$ cat src/rtl/wdog_pkg.sv
// Package: shared widths, register bit positions and the tap table
// for the watchdog / interval timer.
// Assumes: every tap position returned by tap_pos fits inside PRE_W.
package wdog_pkg;
    localparam int CNT_W  = 8;
    localparam int PRE_W  = 17;
    localparam int SEL_W  = 3;
    localparam int NTAP   = 1 << SEL_W;

    // Control/status bit positions
    localparam int BIT_OVF  = 7;
    localparam int BIT_MODE = 6;
    localparam int BIT_EN   = 5;

    // log2 of the divisor for each clock select code
    function automatic int tap_pos(input int code);
        case (code)
            0: return 1;
            1: return 6;
            2: return 7;
            3: return 9;
            4: return 11;
            5: return 13;
            6: return 15;
            default: return 17;
        endcase
    endfunction
endpackage

$ cat src/rtl/wdog_prescaler.sv
// Module: free-running prescaler with tap selection.
// Emits one-cycle tick pulses on the rising edge of the selected tap.
// The edge is decoded from the count value itself, so changing the
// select never produces extra ticks.
// Assumes: srst_n is synchronous and active low.
module wdog_prescaler #(
    parameter int PRE_W = wdog_pkg::PRE_W,
    parameter int SEL_W = wdog_pkg::SEL_W
) (
    input  logic             clk,
    input  logic             srst_n,
    input  logic [SEL_W-1:0] sel,
    output logic             tick
);
    localparam int NTAP = 1 << SEL_W;

    logic [PRE_W-1:0] pcnt;
    logic [NTAP-1:0]  tap_hit;

    // Free-running prescale counter
    always_ff @(posedge clk) begin
        if (!srst_n) pcnt <= '0;
        else         pcnt <= pcnt + 1'b1;
    end

    // Rising-edge decode of each tap: tap bit just became 1, all lower bits are 0
    for (genvar i = 0; i < NTAP; i++) begin : g_tap
        localparam int K = wdog_pkg::tap_pos(i);
        if (K == 1) begin : g_lsb
            assign tap_hit[i] = pcnt[0];
        end else begin : g_upper
            assign tap_hit[i] = pcnt[K-1] & ~(|pcnt[K-2:0]);
        end
    end

    // Select the active tap
    assign tick = tap_hit[sel];
endmodule

$ cat src/rtl/wdog_counter.sv
// Module: timer count register.
// Holds at zero while disabled. Otherwise a host load takes priority
// over a tick, and a tick increments the count.
// Flags a wrap when a tick takes the all-ones value to zero.
// Assumes: tick is a single-cycle pulse.
module wdog_counter #(
    parameter int CNT_W = wdog_pkg::CNT_W
) (
    input  logic             clk,
    input  logic             srst_n,
    input  logic             en,
    input  logic             tick,
    input  logic             load,
    input  logic [CNT_W-1:0] load_val,
    output logic [CNT_W-1:0] cnt,
    output logic             wrap
);
    localparam logic [CNT_W-1:0] CNT_MAX = '1;

    // Wrap event: a real count from the maximum value
    assign wrap = en & tick & ~load & (cnt == CNT_MAX);

    // Counter update: clear while disabled, load first, then count
    always_ff @(posedge clk) begin
        if (!srst_n || !en) cnt <= '0;
        else if (load)      cnt <= load_val;
        else if (tick)      cnt <= cnt + 1'b1;
    end
endmodule

$ cat src/rtl/wdog_csr.sv
// Module: control/status register.
// Holds the mode, enable and select fields, plus the overflow flag
// and its read-arm latch.
// The flag clears on a write of 0 to its bit only after a read has
// seen it set. Disabling the timer clears the flag unconditionally.
// Assumes: wrap is a single-cycle pulse from the counter.
module wdog_csr #(
    parameter int DATA_W = wdog_pkg::CNT_W,
    parameter int SEL_W  = wdog_pkg::SEL_W
) (
    input  logic              clk,
    input  logic              srst_n,
    input  logic              wr,
    input  logic              rd,
    input  logic [DATA_W-1:0] wdata,
    input  logic              wrap,
    output logic              ovf,
    output logic              mode,
    output logic              en,
    output logic [SEL_W-1:0]  sel
);
    import wdog_pkg::*;

    logic armed;

    // Writable fields
    always_ff @(posedge clk) begin
        if (!srst_n) begin
            mode <= 1'b0;
            en   <= 1'b0;
            sel  <= '0;
        end else if (wr) begin
            mode <= wdata[BIT_MODE];
            en   <= wdata[BIT_EN];
            sel  <= wdata[SEL_W-1:0];
        end
    end

    // Overflow flag and read-arm: disable clears, wrap sets, armed write-0 clears
    always_ff @(posedge clk) begin
        if (!srst_n) begin
            ovf   <= 1'b0;
            armed <= 1'b0;
        end else if (wr && !wdata[BIT_EN]) begin
            ovf   <= 1'b0;
            armed <= 1'b0;
        end else if (wrap) begin
            ovf   <= 1'b1;
        end else if (wr && armed && !wdata[BIT_OVF]) begin
            ovf   <= 1'b0;
            armed <= 1'b0;
        end else if (rd && ovf) begin
            armed <= 1'b1;
        end
    end
endmodule

$ cat src/rtl/wdog_itmr.sv
// Module: watchdog / interval timer top.
// Joins the prescaler, counter and control register. It produces the
// interval interrupt request and a one-clock watchdog reset request.
// That request also resets every register in the block on the next edge.
// Assumes: rst_n is synchronous and active low.
module wdog_itmr #(
    parameter int CNT_W = wdog_pkg::CNT_W,
    parameter int PRE_W = wdog_pkg::PRE_W,
    parameter int SEL_W = wdog_pkg::SEL_W
) (
    input  logic             clk,
    input  logic             rst_n,
    input  logic             host_wr_cnt,
    input  logic             host_wr_ctl,
    input  logic             host_rd_ctl,
    input  logic [CNT_W-1:0] host_wdata,
    input  logic             irq_en,
    output logic [CNT_W-1:0] cnt_q,
    output logic [CNT_W-1:0] ctl_q,
    output logic             irq_req,
    output logic             rst_req
);
    localparam int GAP_W = CNT_W - 3 - SEL_W;

    logic             srst_n;
    logic             tick;
    logic             wrap;
    logic             ovf;
    logic             mode;
    logic             en;
    logic [SEL_W-1:0] sel;
    logic             rst_req_q;

    // Combined reset: external reset or the watchdog's own request
    assign srst_n = rst_n & ~rst_req_q;

    wdog_prescaler #(.PRE_W(PRE_W), .SEL_W(SEL_W)) u_pre (
        .clk    (clk),
        .srst_n (srst_n),
        .sel    (sel),
        .tick   (tick)
    );

    wdog_counter #(.CNT_W(CNT_W)) u_cnt (
        .clk      (clk),
        .srst_n   (srst_n),
        .en       (en),
        .tick     (tick),
        .load     (host_wr_cnt),
        .load_val (host_wdata),
        .cnt      (cnt_q),
        .wrap     (wrap)
    );

    wdog_csr #(.DATA_W(CNT_W), .SEL_W(SEL_W)) u_csr (
        .clk    (clk),
        .srst_n (srst_n),
        .wr     (host_wr_ctl),
        .rd     (host_rd_ctl),
        .wdata  (host_wdata),
        .wrap   (wrap),
        .ovf    (ovf),
        .mode   (mode),
        .en     (en),
        .sel    (sel)
    );

    // Watchdog reset request: raised by a wrap in watchdog mode, self-clearing
    always_ff @(posedge clk) begin
        if (!srst_n) rst_req_q <= 1'b0;
        else         rst_req_q <= wrap & mode;
    end

    assign rst_req = rst_req_q;
    assign irq_req = ovf & ~mode & irq_en;
    assign ctl_q   = {ovf, mode, en, {GAP_W{1'b0}}, sel};
endmodule

$ cat config.mk
export PLATFORM = sky130hd
export DESIGN_NAME = wdog_itmr
export DESIGN_NICKNAME = d
export VERILOG_FILES = /design/src/rtl/wdog_pkg.sv /design/src/rtl/wdog_prescaler.sv /design/src/rtl/wdog_counter.sv /design/src/rtl/wdog_csr.sv /design/src/rtl/wdog_itmr.sv
export SDC_FILE = /design/constraint.sdc
export NUM_CORES = 1
export LEC_CHECK = 0
export ABC_AREA = 0
export BUFFER_PORTS_ARGS = -buffer_cell sky130_fd_sc_hd__buf_2
export CORE_AREA = 5 5 63 65
export DETAILED_ROUTE_END_ITERATION = 16
export DIE_AREA = 0 0 68 70
export PLACE_DENSITY = 0.77
export SYNTH_ARGS = -nofsm -noshare
export SYNTH_HDL_FRONTEND = slang
export SYNTH_SLANG_ARGS = --single-unit
$ cat constraint.sdc
create_clock -name clk -period 2.2 [get_ports clk]
set_clock_uncertainty 0.15 [all_clocks]
set_input_delay 0.22 -clock clk [delete_from_list [all_inputs] [get_ports clk]]
set_output_delay 0.22 -clock clk [all_outputs]
set_load 0.02 [all_outputs]
==> run metrics, run 1 <==
status finished, final reports clean; CP max FO 10; Max Slew Vio Count 0; Netlist cell types 50; CTS HTree Levels 2; RSZ-0062 raised after global routing no; clk sink count 33; row count 21; grt ovf 0; post-DR wirelength/cell 14.3 um; Max Cap Viol 0; Tightest Pin Transition 473 ps; ys flop type dfxtp_1; CP max stage cell or4b_1; asr flop ratio synth 0%; GPL Wtd Cong 0.848; Area contributors post-synth dfxtp_1, nor2_1, o211ai_1; CTS Buffer Depth 2; Avg Inst Size Synth 8.65 um^2; share of layout cells above drive strength 1 23.7%; Period minus WS final about 2100 ps; Core Box Area approximately 3300 um^2; Yosys reg bits 33; Area growth syn-to-layout 21.4%; Worst-Skew Late Latency 350 ps; vias in the first global route 1597; worst IR drop on VDD 0.000352 V; Final WS setup 112 ps; Flop pwr share 55.8%; Initial Utilization 54.0%; diode count 0; top cell type's share of synthesized area 37.2%; Total GRT Usage 19.2%; most frequent cells in the layout dfxtp_1, buf_2, nor2_1, nand2_1, buf_4; Mapped Cells between 200 and 250; Synth area leader dfxtp_1; worst-path cell chain or4b_1 -> o311a_2 -> nor3_4 -> buf_4 -> o211a_1 -> o211ai_1; Comb pwr share 14.0%; Worst setup EP type register; Worst EP arrival 2180 ps; dpl ws 25.2 ps; die span in x 68 um; clk slew on worst S/H paths 100 ps; crit start category register; Worst Path Required 2290 ps; Final Cycle Share 94.9%; Final HPWL DP 3070 um; final hold vios 0; DRT Pass-1 Iters 4; vias 1653; Max-slew headroom 67.7%; Routed WL between 4000 and 5000 um; DR vias/cell 5.53; Fmax around 480 MHz; Hold WC Path Type primary input to register; TritonCTS clock tree built; largest net degree at the start of global routing 21; setup violators final 0; Top-Level Pins 32; CTS Root Cell clkbuf_4; synthesized area around 1800 um^2; Antenna Nets Post-Route 0; Setup Crit Path Kind register to register; EDFF count, synth 0; cts bufs inserted 5; post-synthesis sequential area ratio between 30% and 40%; DRC viols 0; I/O Buffers 29; Sw Pwr roughly 320 uW; Post-Route Setup TNS 0 ps; commonest non-fill, non-tap cell in the layout dfxtp_1; initial antenna violation count 0; Power Dens Cells 521 nW/um^2; Pleak 0.000865 uW; first-pass GRT wire length between 7000 and 8000 um; Post-CTS Setup Repair Bufs 0; Yosys warnings 0; CP peak stage delay about 520 ps; P_int between 800 and 900 uW; die area 4760 um^2; Final #Nets 269; Sw Ratio 28.2%; clock network power share 30.1%; die height 70 um; DR iter-0 viols 111
==> state kept, by name, indices dropped and copies added (netlist names) <==
name	count
rst_req	1
u_cnt.cnt	8
u_csr.armed	1
u_csr.en	1
u_pre.pcnt	17
u_csr.mode	1
u_csr.ovf	1
u_csr.sel	3
==> Yosys cell counts, types with 4 or more instances <==
library cell / count
nor3_1: 8
mux2i_1: 4
clkbuf_1: 5
a32oi_1: 4
nand2_1: 18
inv_1: 6
nor4_1: 4
nand3_1: 10
buf_4: 6
o21ai_0: 7
or3_1: 4
nor2_1: 22
xnor2_1: 5
xor2_1: 8
dfxtp_1: 33
o211ai_1: 11
==> power by group through the flow <==
stage | Combinational (uW) | Clock, uW | Sequential [uW]
after floorplan | 83.3 | 0 | 647
after global placement | 139 | 0 | 639
after detailed placement | 141 | 0 | 640
after CTS | 153 | 348 | 626
after global routing | 172 | 380 | 629
final | 158 | 338 | 627
==> worst max-delay path, delay by kind of cell, from the launching register on <==
| kind | cells | cell delay, ps |
|---|---|---|
| simple gates | 2 | 850 |
| compound gates | 3 | 390 |
| flops | 1 | 380 |
| buf+inv | 1 | 200 |
==> layout make-up <==
cell class | count | area (um^2)
inverters | 6 | 22.5
clock buffers | 6 | 41.3
flip-flops and latches | 33 | 662
clock inverters | 2 | 10.0
fillers | 276 | 1130
repair buffers | 52 | 338
multi-input cells | 154 | 1020
well taps | 46 | 57.6
==> through the flow <==
step / util (%) / hold slack [ps] / total power (uW) / cell area (um^2) / cells
2_1_floorplan: - / 196 / 731 / 1780 / 206
3_3_place_gp: 61.1 / 297 / 778 / 2010 / 283
5_1_grt: 65.6 / 99.1 / 1180 / 2150 / 299
3_5_place_dp: 61.1 / 296 / 781 / 2010 / 283
4_1_cts: 65.1 / 78.1 / 1130 / 2140 / 299
6_report: 65.6 / 90.9 / 1120 / 2150 / 299
==> worst paths after layout <==
kind	start	to	slack [ps]	cells after the start
worst max-delay path	u_csr.sel[0]	u_cnt.cnt[6]	110	6
worst min-delay path	host_rd_ctl	u_csr.armed	90	3
worst max register to register	u_csr.sel[0]	u_cnt.cnt[6]	110	6
worst min register to register	u_csr.armed	u_csr.armed	310	2
==> repair_timing <==
action                                  CTS  global route
endpoints found under the setup margin    0            10
hold buffers                              8             0
hold endpoints to repair                 11             0
resized for setup                         0             3
==> kinds of logic (layout without fill, tap and decap cells) <==
family | count (synthesis) | count (layout) | share of synthesized area, %
AND/OR/NAND/NOR | 93 | 93 | 29.1
other | 1 | 2 | 0.211
adder cells (fa/ha/maj) | 3 | 3 | 2.12
buffers and inverters | 19 | 66 | 6.14
AO/OA/AOI/OAI | 38 | 38 | 15.9
flip-flops | 33 | 33 | 37.2
multiplexers | 5 | 5 | 2.89
XOR/XNOR | 13 | 13 | 6.42
==> routing by layer <==
layer / part of all wire (%) / up-vias / GRT usage (%)
met1: 44 / 766 / 23.9
met3: 5.5 / 12 / 4.49
met4: 2.8 / 0 / 9.93
met2: 48 / 36 / 30.0
met5: 0 / - / 0
li1: - / 839 / -
Power figures use the tool's default switching activity.
==> run 2, diff against run 1 <==
--- a/config.mk
+++ b/config.mk
@@ -10,6 +10,7 @@
 export CORE_AREA = 5 5 63 65
 export DETAILED_ROUTE_END_ITERATION = 16
 export DIE_AREA = 0 0 68 70
+export GPL_TIMING_DRIVEN = 0
 export PLACE_DENSITY = 0.77
 export SYNTH_ARGS = -nofsm -noshare
 export SYNTH_HDL_FRONTEND = slang
==> run 2 against run 1 <==
Against the previous run: worst setup slack got worse by 15 ps; critical path depth increased by 2; maximum frequency fell by 0.73%; cell count increased by 0.33%; critical endpoint unchanged; largest cell class unchanged; non-clock buffer count rose by 1; utilization up 1.1 points; die area stayed put; highest routed layer unchanged; register-to-register slack worse by 20 ps; design area grew 1.6%; hold slack better by 24 ps.
==> run metrics, run 2 (synthesis gave the netlist of run 1 again) <==
CTS HTree Levels 2; R2R depth 8; clk slew on worst S/H paths 100 ps; CP endpoint u_cnt.cnt[6]; Final WS setup 96.4 ps; Most Frequent Cell on Critical Path o211ai_1; die height ~70 um; Worst setup EP type register; TritonCTS clock tree built; CTS Buffer Depth 2; most frequent cells in the layout dfxtp_1, buf_2, nor2_1, nand2_1, o211ai_1; CP peak stage delay about 370 ps; worst-path cell chain inv_2 -> ha_4 -> nor4b_4 -> o211ai_1 -> a211oi_2 -> buf_4 -> o211a_1 -> o211ai_1; Worst Path Required 2270 ps; grt ovf 0; worst IR drop on VDD 0.000385 V; Period minus WS final 2100 ps; crit path buf inv count 2; largest register by flop count u_pre.pcnt; Core Box Area 3280 um^2; row count 21; diode count 0; R2R Setup Slk 100 ps; status finished, final reports clean; final hold vios 0; CP delay by family, top compound AO/OA/AOI/OAI gates; CTS Root Cell clkbuf_4; leading registers by flop count u_pre.pcnt: 17 flops, u_cnt.cnt: 8 flops, u_csr.sel: 3 flops; RSZ-0062 raised after global routing yes; Post-DP Area roughly 2000 um^2; largest net degree at the start of global routing 11; Pleak roughly 0.00084 uW; DR iter-0 viols 128; Area growth syn-to-layout 23.3%; initial antenna violation count 0; crit start category register; vias in the first global route 1491; DRC viols 0; Worst EP arrival 2180 ps; Hold WC Path Type primary input to register; Max Slew Vio Count 0; Top-Level Pins 32; CP max FO 5; die area 4760 um^2; commonest non-fill, non-tap cell in the layout dfxtp_1; Final Cycle Share a little over nine tenths; vias about 1600; Final #Nets 270; Fmax roughly 480 MHz; Max Cap Viol 0; Routed WL 4200 um; Power Dens Cells approximately 510 nW/um^2; Final HPWL DP 2970 um; cts bufs inserted 5; DRT Pass-1 Iters 4; Design Area, Final 2190 um^2; first-pass GRT wire length 6720 um; Worst-Skew Late Latency 340 ps; max reg flops 17; GPL Wtd Cong between 0.8 and 0.9; Post-Route Setup TNS 0 ps; Antenna Nets Post-Route 0; I/O Buffers 28; share of layout cells above drive strength 1 around a quarter; critical path startpoint u_pre.pcnt[1]; FF-to-FF Start u_pre.pcnt[1]; post-DR wirelength/cell 14.0 um; Total GRT Usage between 15 and 20%; die span in x 68 um; CP max stage cell a211oi_2; Initial Utilization 54.0%; worst reg2reg endpoint u_cnt.cnt[6]; setup violators final 0; DR vias/cell 5.47; stages on the worst setup path 8; dpl ws -32.4 ps; Setup Crit Path Kind register to register; clk sink count 33
==> run 2: area by class of cell <==
class                      count  area [um^2]
clock buffer                   8         48.8
timing repair buffer          40          248
multi-input combinational    154         1060
fill                         294         1100
inverter                       6         25.0
sequential                    33          666
buffer                        13         86.3
tap                           46         57.6
==> run 2: power by group <==
group	internal (uW)	switching [uW]
combinational	78.1	87.3
sequential	611	20.6
clock	127	197
==> run 2: stage by stage <==
step	total power [uW]	hold slack, ps	util [%]	instances
6_report	1120	115	66.6	300
5_1_grt	1180	119	66.6	300
4_1_cts	1110	96.9	64.3	296
3_5_place_dp	773	301	60.2	280
3_3_place_gp	772	295	60.2	280
2_1_floorplan	731	196	-	206
==> run 2: worst min-delay path by stage <==
stage	start	endpoint	cells past startpoint
after floorplan	host_wdata[0]	u_cnt.cnt[0]	1
after CTS	host_rd_ctl	u_csr.armed	3
after detailed placement	u_csr.armed	u_csr.armed	2
after global routing	host_rd_ctl	u_csr.armed	3
after global placement	u_csr.armed	u_csr.armed	2
final	host_rd_ctl	u_csr.armed	3
==> run 2: routing by layer <==
| layer | part of all wire, % | up-vias | track usage (%) |
|---|---|---|---|
| met4 | 1.6 | 0 | 5.30 |
| li1 | - | 844 | - |
| met5 | 0 | - | 0 |
| met2 | 49 | 35 | 29.1 |
| met3 | 4.6 | 7 | 5.77 |
| met1 | 44 | 755 | 23.2 |
==> run 2: worst register-to-register path: cells and delay by family, from the launching register on <==
family	cells	cell delay [ps]
adders and majority gates	1	120
buffers and inverters	2	290
DFF	1	340
AOI/OAI and AO/OA	4	820
and+or+nand+nor	1	270
==> run 2: what timing repair did <==
action,CTS,global route
hold buffers,8,0
endpoints found under the hold margin,11,0
gates cloned,0,1
pin swaps,0,6
setup endpoints to repair,4,12
gates resized for setup,2,14
buffers inserted,0,3
